`src/rtl/rtc_pkg.sv`:
```
package rtc_pkg;

  typedef enum logic [2:0] {
    FLD_SEC  = 3'd0,
    FLD_MIN  = 3'd1,
    FLD_HOUR = 3'd2,
    FLD_DOW  = 3'd3,
    FLD_DATE = 3'd4,
    FLD_MON  = 3'd5,
    FLD_YEAR = 3'd6
  } fld_e;

  // one BCD step on a two-digit byte (no range check)
  function automatic logic [7:0] bcd_inc(input logic [7:0] v);
    if (v[3:0] == 4'd9) return {v[7:4] + 4'd1, 4'd0};
    return {v[7:4], v[3:0] + 4'd1};
  endfunction

  // BCD year divisible by 4: tens even -> ones 0/4/8, tens odd -> ones 2/6
  function automatic logic leap_year(input logic [7:0] yr);
    if (yr[4]) return (yr[3:0] == 4'd2) || (yr[3:0] == 4'd6);
    return (yr[3:0] == 4'd0) || (yr[3:0] == 4'd4) || (yr[3:0] == 4'd8);
  endfunction

  function automatic logic [5:0] month_last(input logic [4:0] mon, input logic [7:0] yr);
    case (mon)
      5'h02:                      return leap_year(yr) ? 6'h29 : 6'h28;
      5'h04, 5'h06, 5'h09, 5'h11: return 6'h30;
      default:                    return 6'h31;
    endcase
  endfunction

endpackage

```
`src/rtl/rtc_prescaler.sv`:
```
module rtc_prescaler #(
  parameter int DIV_BITS = 15
) (
  input  logic clk,
  input  logic rst_n,
  input  logic tick_en,
  input  logic halt,
  input  logic restart,
  output logic sec_tick,
  output logic upper_half
);
  localparam logic [DIV_BITS-1:0] CNT_LAST = {DIV_BITS{1'b1}};
  localparam logic [DIV_BITS-1:0] CNT_ONE  = {{(DIV_BITS-1){1'b0}}, 1'b1};

  logic [DIV_BITS-1:0] cnt;

  always_ff @(posedge clk) begin
    if (!rst_n)                cnt <= '0;
    else if (restart)          cnt <= '0;
    else if (tick_en && !halt) cnt <= cnt + CNT_ONE;
  end

  assign sec_tick   = tick_en & ~halt & ~restart & (cnt == CNT_LAST);
  assign upper_half = cnt[DIV_BITS-1];

  a_r10_restart_zero: assert property (@(posedge clk) disable iff (!rst_n)
    restart |=> (cnt == '0));
  a_r9_halt_freeze: assert property (@(posedge clk) disable iff (!rst_n)
    (halt && !restart) |=> $stable(cnt));
  a_r2_idle_hold: assert property (@(posedge clk) disable iff (!rst_n)
    (!tick_en && !restart) |=> $stable(cnt));

endmodule

```
`src/rtl/rtc_time_fields.sv`:
```
module rtc_time_fields
  import rtc_pkg::*;
(
  input  logic       clk,
  input  logic       rst_n,
  input  logic       sec_tick,
  input  logic       wr_stb,
  input  logic [2:0] wr_field,
  input  logic [7:0] wr_data,
  output logic [7:0] sec_q,
  output logic [7:0] min_q,
  output logic [7:0] hr_q,
  output logic       day_carry
);
  logic wr_sec, wr_min, wr_hr;
  logic min_carry, hr_carry;
  logic [7:0] hr_next;

  assign wr_sec = wr_stb && (wr_field == FLD_SEC);
  assign wr_min = wr_stb && (wr_field == FLD_MIN);
  assign wr_hr  = wr_stb && (wr_field == FLD_HOUR);

  assign min_carry = sec_tick & (sec_q[6:0] == 7'h59);
  assign hr_carry  = min_carry & (min_q == 8'h59);
  assign day_carry = hr_carry & (hr_q[6] ? (hr_q[5] && hr_q[4:0] == 5'h11)
                                         : (hr_q[5:0] == 6'h23));

  always_comb begin
    if (hr_q[6]) begin
      if (hr_q[4:0] == 5'h11)      hr_next = {2'b01, ~hr_q[5], 5'h12};
      else if (hr_q[4:0] == 5'h12) hr_next = {2'b01, hr_q[5], 5'h01};
      else hr_next = {2'b01, hr_q[5], 5'(bcd_inc({3'b000, hr_q[4:0]}))};
    end else if (hr_q[5:0] == 6'h23) begin
      hr_next = 8'h00;
    end else begin
      hr_next = {2'b00, 6'(bcd_inc({2'b00, hr_q[5:0]}))};
    end
  end

  always_ff @(posedge clk) begin
    if (!rst_n) begin
      sec_q <= 8'h00;
      min_q <= 8'h00;
      hr_q  <= 8'h00;
    end else begin
      if (wr_sec)        sec_q <= wr_data;
      else if (sec_tick) sec_q <= (sec_q[6:0] == 7'h59) ? {sec_q[7], 7'h00}
                                  : {sec_q[7], 7'(bcd_inc({1'b0, sec_q[6:0]}))};
      if (wr_min)         min_q <= {1'b0, wr_data[6:0]};
      else if (min_carry) min_q <= (min_q == 8'h59) ? 8'h00 : bcd_inc(min_q);
      if (wr_hr)         hr_q <= {1'b0, wr_data[6:0]};
      else if (hr_carry) hr_q <= hr_next;
    end
  end

  a_r3_sec_wrap: assert property (@(posedge clk) disable iff (!rst_n)
    (sec_tick && sec_q[6:0] == 7'h59 && !wr_sec) |=> (sec_q[6:0] == 7'h00));
  a_r5_pm_toggle: assert property (@(posedge clk) disable iff (!rst_n)
    (hr_carry && hr_q[6] && hr_q[4:0] == 5'h11 && !wr_hr)
      |=> (hr_q[4:0] == 5'h12 && hr_q[5] != $past(hr_q[5])));
  a_r12_write_wins: assert property (@(posedge clk) disable iff (!rst_n)
    wr_min |=> (min_q[6:0] == $past(wr_data[6:0])));

endmodule

```
`src/rtl/rtc_date_fields.sv`:
```
module rtc_date_fields
  import rtc_pkg::*;
(
  input  logic       clk,
  input  logic       rst_n,
  input  logic       day_carry,
  input  logic       wr_stb,
  input  logic [2:0] wr_field,
  input  logic [7:0] wr_data,
  output logic [7:0] dow_q,
  output logic [7:0] date_q,
  output logic [7:0] mon_q,
  output logic [7:0] yr_q
);
  logic wr_dow, wr_date, wr_mon, wr_yr;
  logic mon_carry, yr_carry;

  assign wr_dow  = wr_stb && (wr_field == FLD_DOW);
  assign wr_date = wr_stb && (wr_field == FLD_DATE);
  assign wr_mon  = wr_stb && (wr_field == FLD_MON);
  assign wr_yr   = wr_stb && (wr_field == FLD_YEAR);

  assign mon_carry = day_carry & (date_q == {2'b00, month_last(mon_q[4:0], yr_q)});
  assign yr_carry  = mon_carry & (mon_q == 8'h12);

  always_ff @(posedge clk) begin
    if (!rst_n) begin
      dow_q  <= 8'h01;
      date_q <= 8'h01;
      mon_q  <= 8'h01;
      yr_q   <= 8'h00;
    end else begin
      if (wr_dow)         dow_q <= {5'b0, wr_data[2:0]};
      else if (day_carry) dow_q <= (dow_q == 8'h07) ? 8'h01 : dow_q + 8'h01;
      if (wr_date)        date_q <= {2'b0, wr_data[5:0]};
      else if (day_carry) date_q <= mon_carry ? 8'h01 : bcd_inc(date_q);
      if (wr_mon)         mon_q <= {3'b0, wr_data[4:0]};
      else if (mon_carry) mon_q <= yr_carry ? 8'h01 : bcd_inc(mon_q);
      if (wr_yr)          yr_q <= wr_data;
      else if (yr_carry)  yr_q <= (yr_q == 8'h99) ? 8'h00 : bcd_inc(yr_q);
    end
  end

  a_r6_dow_wrap: assert property (@(posedge clk) disable iff (!rst_n)
    (day_carry && dow_q == 8'h07 && !wr_dow) |=> (dow_q == 8'h01));
  a_r7_leap_day: assert property (@(posedge clk) disable iff (!rst_n)
    (day_carry && mon_q == 8'h02 && date_q == 8'h28 && leap_year(yr_q) && !wr_date)
      |=> (date_q == 8'h29));
  a_r8_year_wrap: assert property (@(posedge clk) disable iff (!rst_n)
    (yr_carry && yr_q == 8'h99 && !wr_yr) |=> (yr_q == 8'h00));

endmodule

```
`src/rtl/rtc_bcd_core.sv`:
```
module rtc_bcd_core
  import rtc_pkg::*;
#(
  parameter int DIV_BITS = 15
) (
  input  logic       clk,
  input  logic       rst_n,
  input  logic       tick_en,
  input  logic       wr_stb,
  input  logic [2:0] wr_field,
  input  logic [7:0] wr_data,
  input  logic       sqw_en,
  output logic [7:0] sec_o,
  output logic [7:0] min_o,
  output logic [7:0] hour_o,
  output logic [7:0] dow_o,
  output logic [7:0] date_o,
  output logic [7:0] month_o,
  output logic [7:0] year_o,
  output logic       sqw_o
);
  logic sec_wr, sec_tick, upper_half, day_carry;

  assign sec_wr = wr_stb && (wr_field == FLD_SEC);

  rtc_prescaler #(.DIV_BITS(DIV_BITS)) u_presc (
    .clk(clk), .rst_n(rst_n), .tick_en(tick_en), .halt(sec_o[7]),
    .restart(sec_wr), .sec_tick(sec_tick), .upper_half(upper_half)
  );

  rtc_time_fields u_time (
    .clk(clk), .rst_n(rst_n), .sec_tick(sec_tick), .wr_stb(wr_stb),
    .wr_field(wr_field), .wr_data(wr_data), .sec_q(sec_o), .min_q(min_o),
    .hr_q(hour_o), .day_carry(day_carry)
  );

  rtc_date_fields u_date (
    .clk(clk), .rst_n(rst_n), .day_carry(day_carry), .wr_stb(wr_stb),
    .wr_field(wr_field), .wr_data(wr_data), .dow_q(dow_o), .date_q(date_o),
    .mon_q(month_o), .yr_q(year_o)
  );

  assign sqw_o = sqw_en & upper_half;

  a_r11_sqw_low_after_write: assert property (@(posedge clk) disable iff (!rst_n)
    sec_wr |=> !sqw_o);

endmodule

```
`config.mk`:
```
export PLATFORM = sky130hd
export DESIGN_NAME = rtc_bcd_core
export DESIGN_NICKNAME = d
export VERILOG_FILES = /design/src/rtl/rtc_pkg.sv /design/src/rtl/rtc_prescaler.sv /design/src/rtl/rtc_time_fields.sv /design/src/rtl/rtc_date_fields.sv /design/src/rtl/rtc_bcd_core.sv
export SDC_FILE = /design/constraint.sdc
export NUM_CORES = 1
export LEC_CHECK = 0
export ABC_CLOCK_PERIOD_IN_PS = 6950
export BUFFER_PORTS_ARGS = -buffer_cell sky130_fd_sc_hd__buf_2
export CAP_MARGIN = 20
export CORE_UTILIZATION = 39
export DETAILED_ROUTE_END_ITERATION = 12
export PLACE_DENSITY = 0.59
export RECOVER_POWER = 25
export SETUP_SLACK_MARGIN = 0.4
export SYNTH_ARGS = -nofsm -noshare
export SYNTH_HDL_FRONTEND = slang
export SYNTH_SLANG_ARGS = --single-unit
```
`constraint.sdc`:
```
create_clock -name clk -period 6.95 [get_ports clk]
set_input_delay 0.3475 -clock clk [delete_from_list [all_inputs] [get_ports clk]]
set_output_delay 0.3475 -clock clk [all_outputs]
set_load 0.01 [all_outputs]
```
* Word-level counts from Yosys, hierarchy flattened *
Index checks and enable logic that the tools add are counted.
Widths: inputs -> output; s select.

storage, ports and cells
  register bits = 71
  input bits = 16
  word-level logic and storage cells = 202

operators by class
  equality and inequality tests = 33
  reductions and logical operators = 48
  add/sub/neg operators = 15
  muxes and demuxes = 72
  bitwise logic cells = 13

operators with widths
  operator               count
  $mux 8                 19
  $mux 7                 7
  $add 4x1->4 const B    10
  $mux 1                 33
  $mux 6                 5
  $eq 4x4->1 const B     7
  $mux 5                 5
  $reduce_bool 2->1      10
  $reduce_and 2->1       8
  $add 15x1->15 const B  1
  $eq 15x15->1 const B   1
  $eq 5x5->1 const B     3
  $reduce_bool 3->1      5
  $pmux 6 s2             1
  $reduce_or 2->1        6
  $eq 5x3->1 const B     2
  $and 1x1->1            9
  $eq 3x3->1 const B     3
  $logic_and 1x1->1      9
  $add 8x1->8 const B    1
  $eq 4x3->1 const B     2
  $eq 8x3->1 const B     1
  $eq 8x5->1 const B     1
  $eq 8x6->1             1
  other kinds (23)       31

* Depth between registers and ports, before layout *
  word-level depth = 17
  gate-level depth with buffers = 9
  gate-level depth less buffers = 8

* Cells and area by module *
A second synthesis with hierarchy kept.

second synthesis, totals
  cell total of the unflattened synthesis = 557
  area total of the unflattened synthesis = 4425.5 µm²

modules (own cells, without submodules)
  module           area an instance (µm²)  cells each  seq. area each (µm²)  instances
  rtc_date_fields  2115.8                  274         640.6                 1
  rtc_time_fields  1574.0                  202         460.4                 1
  rtc_prescaler    714.4                   79          300.3                 1
  rtc_bcd_core     21.3                    2           0.0                   1

* Worst setup path after synthesis *
No wires, ideal clock.

  path kind = reg2reg
  start point = register u_time.sec_q[0]
  end point = register u_date.mon_q[1]
  clock period less this slack = 2420 ps
  arrival = 2345 ps
  library setup time = 74 ps
  data required time = 6876 ps
  setup slack = 4530 ps
  path buffers = 0
  stages on the path, launching flop included = 8
  path through = dfxtp_1 > ha_1 > and3b_1 > nor4b_2 > o2111a_1 > nand4_2 > or4b_1 > a31oi_1

between the ends
  cells in the longest elaborated chain, start to end = 9
  elaborated cells on any way between the ends = 10

ends and longest elaborated chain
  element                   line                   RTL
  start: declaration        rtc_time_fields.sv:10  output logic [7:0] sec_q,
  start signal: assignment  rtc_time_fields.sv:46  if (wr_sec) sec_q <= wr_data;
  start signal: assignment  rtc_time_fields.sv:47  else if (sec_tick) sec_q <= (sec_q[6:0] == 7'h59) ? {sec_q[7], 7'h00}
  $eq 7x7->1 (*)            rtc_time_fields.sv:23  assign min_carry = sec_tick & (sec_q[6:0] == 7'h59);
  $and 1x1->1 (*)           rtc_time_fields.sv:23
  $and 1x1->1 (*)           rtc_time_fields.sv:24  assign hr_carry = min_carry & (min_q == 8'h59);
  $and 1x1->1 (*)           rtc_time_fields.sv:25  assign day_carry = hr_carry & (hr_q[6] ? (hr_q[5] && hr_q[4:0] == 5'h11)
  $and 1x1->1 (*)           rtc_date_fields.sv:23  assign mon_carry = day_carry & (date_q == {2'b00, month_last(mon_q[4:0], yr_q)});
  $and 1x1->1               rtc_date_fields.sv:24  assign yr_carry = mon_carry & (mon_q == 8'h12);
  $mux 8                    rtc_date_fields.sv:38  else if (mon_carry) mon_q <= yr_carry ? 8'h01 : bcd_inc(mon_q);
  $mux 5                    rtc_date_fields.sv:38
  $mux 5                    rtc_date_fields.sv:37  if (wr_mon) mon_q <= {3'b0, wr_data[4:0]};
  end signal: assignment    rtc_date_fields.sv:37
  end signal: assignment    rtc_date_fields.sv:38
  end: declaration          rtc_date_fields.sv:12  output logic [7:0] mon_q,

Mark *: on every way between the ends. The rest lies on a longest branch, timed or not. The select of a mux whose other input is x is not followed.
A chain may end at the register's enable or synchronous reset.

* Worst setup path after layout *
Same ends and word-level chain as after synthesis.

==> results.ini <==
[place]
hpwl_um = 8770
io_buffers = 71
gp_congestion = 0.826
place_area_mm2 = 0.00486

[hold_path]
hold_class = input port to flip-flop
hp-start = wr_data[7]
hold_end = u_time.sec_q[7]
hold_path_depth = 3

[grt]
grt_overflow = 0
grt_max_degree = 43
antenna_found_initial = 0
grt_pass1_wl_um = 20600
grt_usage_pct = 22.5
grt_pass1_vias = 4082

[route]
wl_per_cell_um = 16.5
dr.pass1.iters = 4
drt_iter0_drc = 290
routed_via_density = 5.81
antenna_left = 0
wirelength_um = 12500
drc = 0
vias = 4414

[setup_path]
critPathMaxStageDelay_ns = 0.65
cp.arrival_ns = 3.55
slowest_stage = o2111a_1
r2r_slack_ns = 3.67
endpoint_kind = flip-flop
cp.required_ns = 7.22
path_buf_inv = 0
start_kind = flip-flop
path_cells = ha_1, and3b_1, nor4b_2, o2111a_1, nand4_2, or4b_1, a31oi_1
path_delay_family = simple AND/OR/NAND/NOR gates
crit_type = flip-flop to flip-flop
r2r-end = u_date.mon_q[1]
r2r-start = u_time.sec_q[0]
worstPathMaxFanout = 17
r2r_cells = 7

[sta]
skew_ns = 0.00759
fin_tns_setup_ns = 0
finalCritPeriodShare_pct = 47.1
grt_setup_unrepaired = false
relSlewSlack_pct = 42.4
final-hold-violation-count = 0
worst_hold_slack_ns = 0.299
setup_viol = 0
layout_min_cycle_time_ns = 3.28
slew_violations = 0
max_clock_freq_mhz = 305
tightestPinTransition_ns = 0.863

[power_and_ir_drop]
power_density_mw_per_mm2 = 206
ir_drop_mv = 0.126
p_seq_share_pct = 40.7
switching_share_pct = 24.3
p_int_mw = 0.805
power.switching_mw = 0.258
p_leak_nw = 1.85
p_clk_share_pct = 51.1
power_mw = 1.06
combPwrFrac_pct = 8.2

[logic_synthesis]
ys_types = 64
syn_nets = 592
synth-xor-area-share_pct = 4.54
synth_edf_count = 0
synth_flop_cell = dfxtp_1
syn-cell-area_mm2 = 0.00444
avgSynthCellArea_um2 = 7.95
seq_area_frac_synth_pct = 31.6
ys_ff_latch = 70
synth_mux_area_share_pct = 0.451
synth_compound_area_share_pct = 18.0
synth-simple-area-share_pct = 36.1
yosys_warnings = 0
synth_top_family_by_area = simple AND/OR/NAND/NOR gates
synthAdderAreaFrac_pct = 5.08
synthCells = 558
async_flop_share_pct = 0

[clock_tree]
cts.reportedPaths.clkPinSlew_ns = 0.06
ctsHoldBuffers = 0
cts_tree = built
cts_num_sinks = 70
cts_resized = 0
clockBufferDepth = 2
cts_buffers = 9
cts_root_buf = clkbuf_16
h-tree-depth = 3
cts_setup_buffers = 0
clock_latency_ns = 0.34

[floorplan]
dieWidth_um = 109
io_pins = 73
rows = 38
dieArea_mm2 = 0.0118
core_mm2 = 0.0110
die_y_um = 109
initial_core_util_pct = 40.4

[run]
cap_violations = 0

[final_layout]
finalNetCount = 650
regArea_mm2 = 0.00140
multi_input_area_mm2 = 0.00285
drive_gt1_share_pct = 11.9
n_fill_cell = 1095
final_area_mm2 = 0.00517
diodes = 0
area_growth_pct = 16.6

[status]
status = finished, final reports clean

[worst max path at each step]
stage / from / to / slack [ns] / depth (start not counted)
finish: u_time.sec_q[0] / u_date.mon_q[1] / 3.67 / 7
global route: u_time.sec_q[0] / u_date.mon_q[1] / 3.38 / 7
CTS: u_time.sec_q[0] / u_date.mon_q[1] / 3.67 / 7
detailed placement: u_time.sec_q[0] / u_date.mon_q[1] / 3.69 / 7
global placement: wr_stb / u_date.mon_q[1] / 3.81 / 7
floorplan: u_time.sec_q[0] / u_date.mon_q[1] / 4.53 / 7
[metrics by stage]
step / cells / setup slack, ns / util (%)
finish: 760 / 3.67 / 47.1
global route: 760 / 3.38 / 47.1
CTS: 760 / 3.67 / 47.4
detailed placement: 745 / 3.69 / 44.3
global placement: 745 / 3.81 / 44.3
floorplan: 558 / 4.53 / -
[sequential cells by signal (all words and copies together) (netlist names)]
register	flops
u_date.date_q	8
u_date.dow_q	8
u_date.mon_q	8
u_date.yr_q	8
u_presc.cnt	15
u_time.hr_q	7
u_time.min_q	8
u_time.sec_q	8
[cells in the mapped netlist, types with 15 or more instances]
cell type  instances  area [µm²]
a21oi_1           22         110
a31oi_1           21         131
clkbuf_1          15        56.3
dfxtp_1           70        1400
ha_1              18         225
inv_1             17        63.8
nand2_1           44         165
nand3_1           34         170
nand4_1           23         144
nor2_1            54         203
nor3_1            18        90.1
o21ai_0           39         195
[cells in the final DEF, fill, tap and decap left out, types with 4 or more instances in the layout]
cell,Yosys,routed
a211oi_1,6,6
a21oi_1,22,22
a311oi_1,7,7
a31oi_1,21,21
and2_1,9,9
and3_1,9,9
buf_2,7,40
clkbuf_1,15,31
clkbuf_16,0,9
dfxtp_1,70,70
ha_1,18,18
inv_1,17,17
nand2_1,44,44
nand2b_1,6,6
nand3_1,34,34
nand3b_1,10,10
nand4_1,23,23
nor2_1,54,54
nor2b_1,6,6
nor3_1,18,18
nor3b_1,7,7
nor4_1,5,5
nor4b_1,5,5
o21ai_0,39,39
o31ai_1,4,4
or3_1,10,10
or4_1,9,9
xnor2_1,12,12
xor2_1,11,11
[logic make-up (layout without fill, tap and decap cells)]
logic type      Yosys count  after routing
xor+xnor                 23             23
other cells               1              1
simple gates            278            278
compound gates          123            123
flops                    70             70
mux                       2              2
fa+ha+maj                18             18
buf+inv                  43            105
[power groups by stage]
| stage | clock [mW] | combinational (mW) | sequential [mW] |
|---|---|---|---|
| after detailed placement | 0 | 0.0881 | 0.441 |
| after CTS | 0.551 | 0.0885 | 0.432 |
| after global placement | 0 | 0.0867 | 0.440 |
| final | 0.543 | 0.0875 | 0.433 |
| after floorplan | 0 | 0.0560 | 0.438 |
| after global routing | 0.568 | 0.0979 | 0.435 |
[layer usage]
layer,GRT usage [%],part of all wire [%],vias to the layer above
li1,-,-,2204
met1,30.2,48,2089
met2,35.2,45,103
met3,5.26,5.1,18
met4,7.82,1.8,0
met5,0,0,-
[tightest hold or removal path, stage by stage]
cell and delay (ns):
buf_2 0.12, mux2i_1 0.07, nor2_1 0.07
[cell type report]
cell class / count / area share [%]
well taps: 140 / 3.39
inverters: 17 / 1.23
clock buffers: 10 / 4.62
repair buffers: 73 / 6.41
multi-input cells: 445 / 55.2
flip-flops and latches: 70 / 27.1
clock inverters: 5 / 2.08
(Power assumes the default switching activity.)
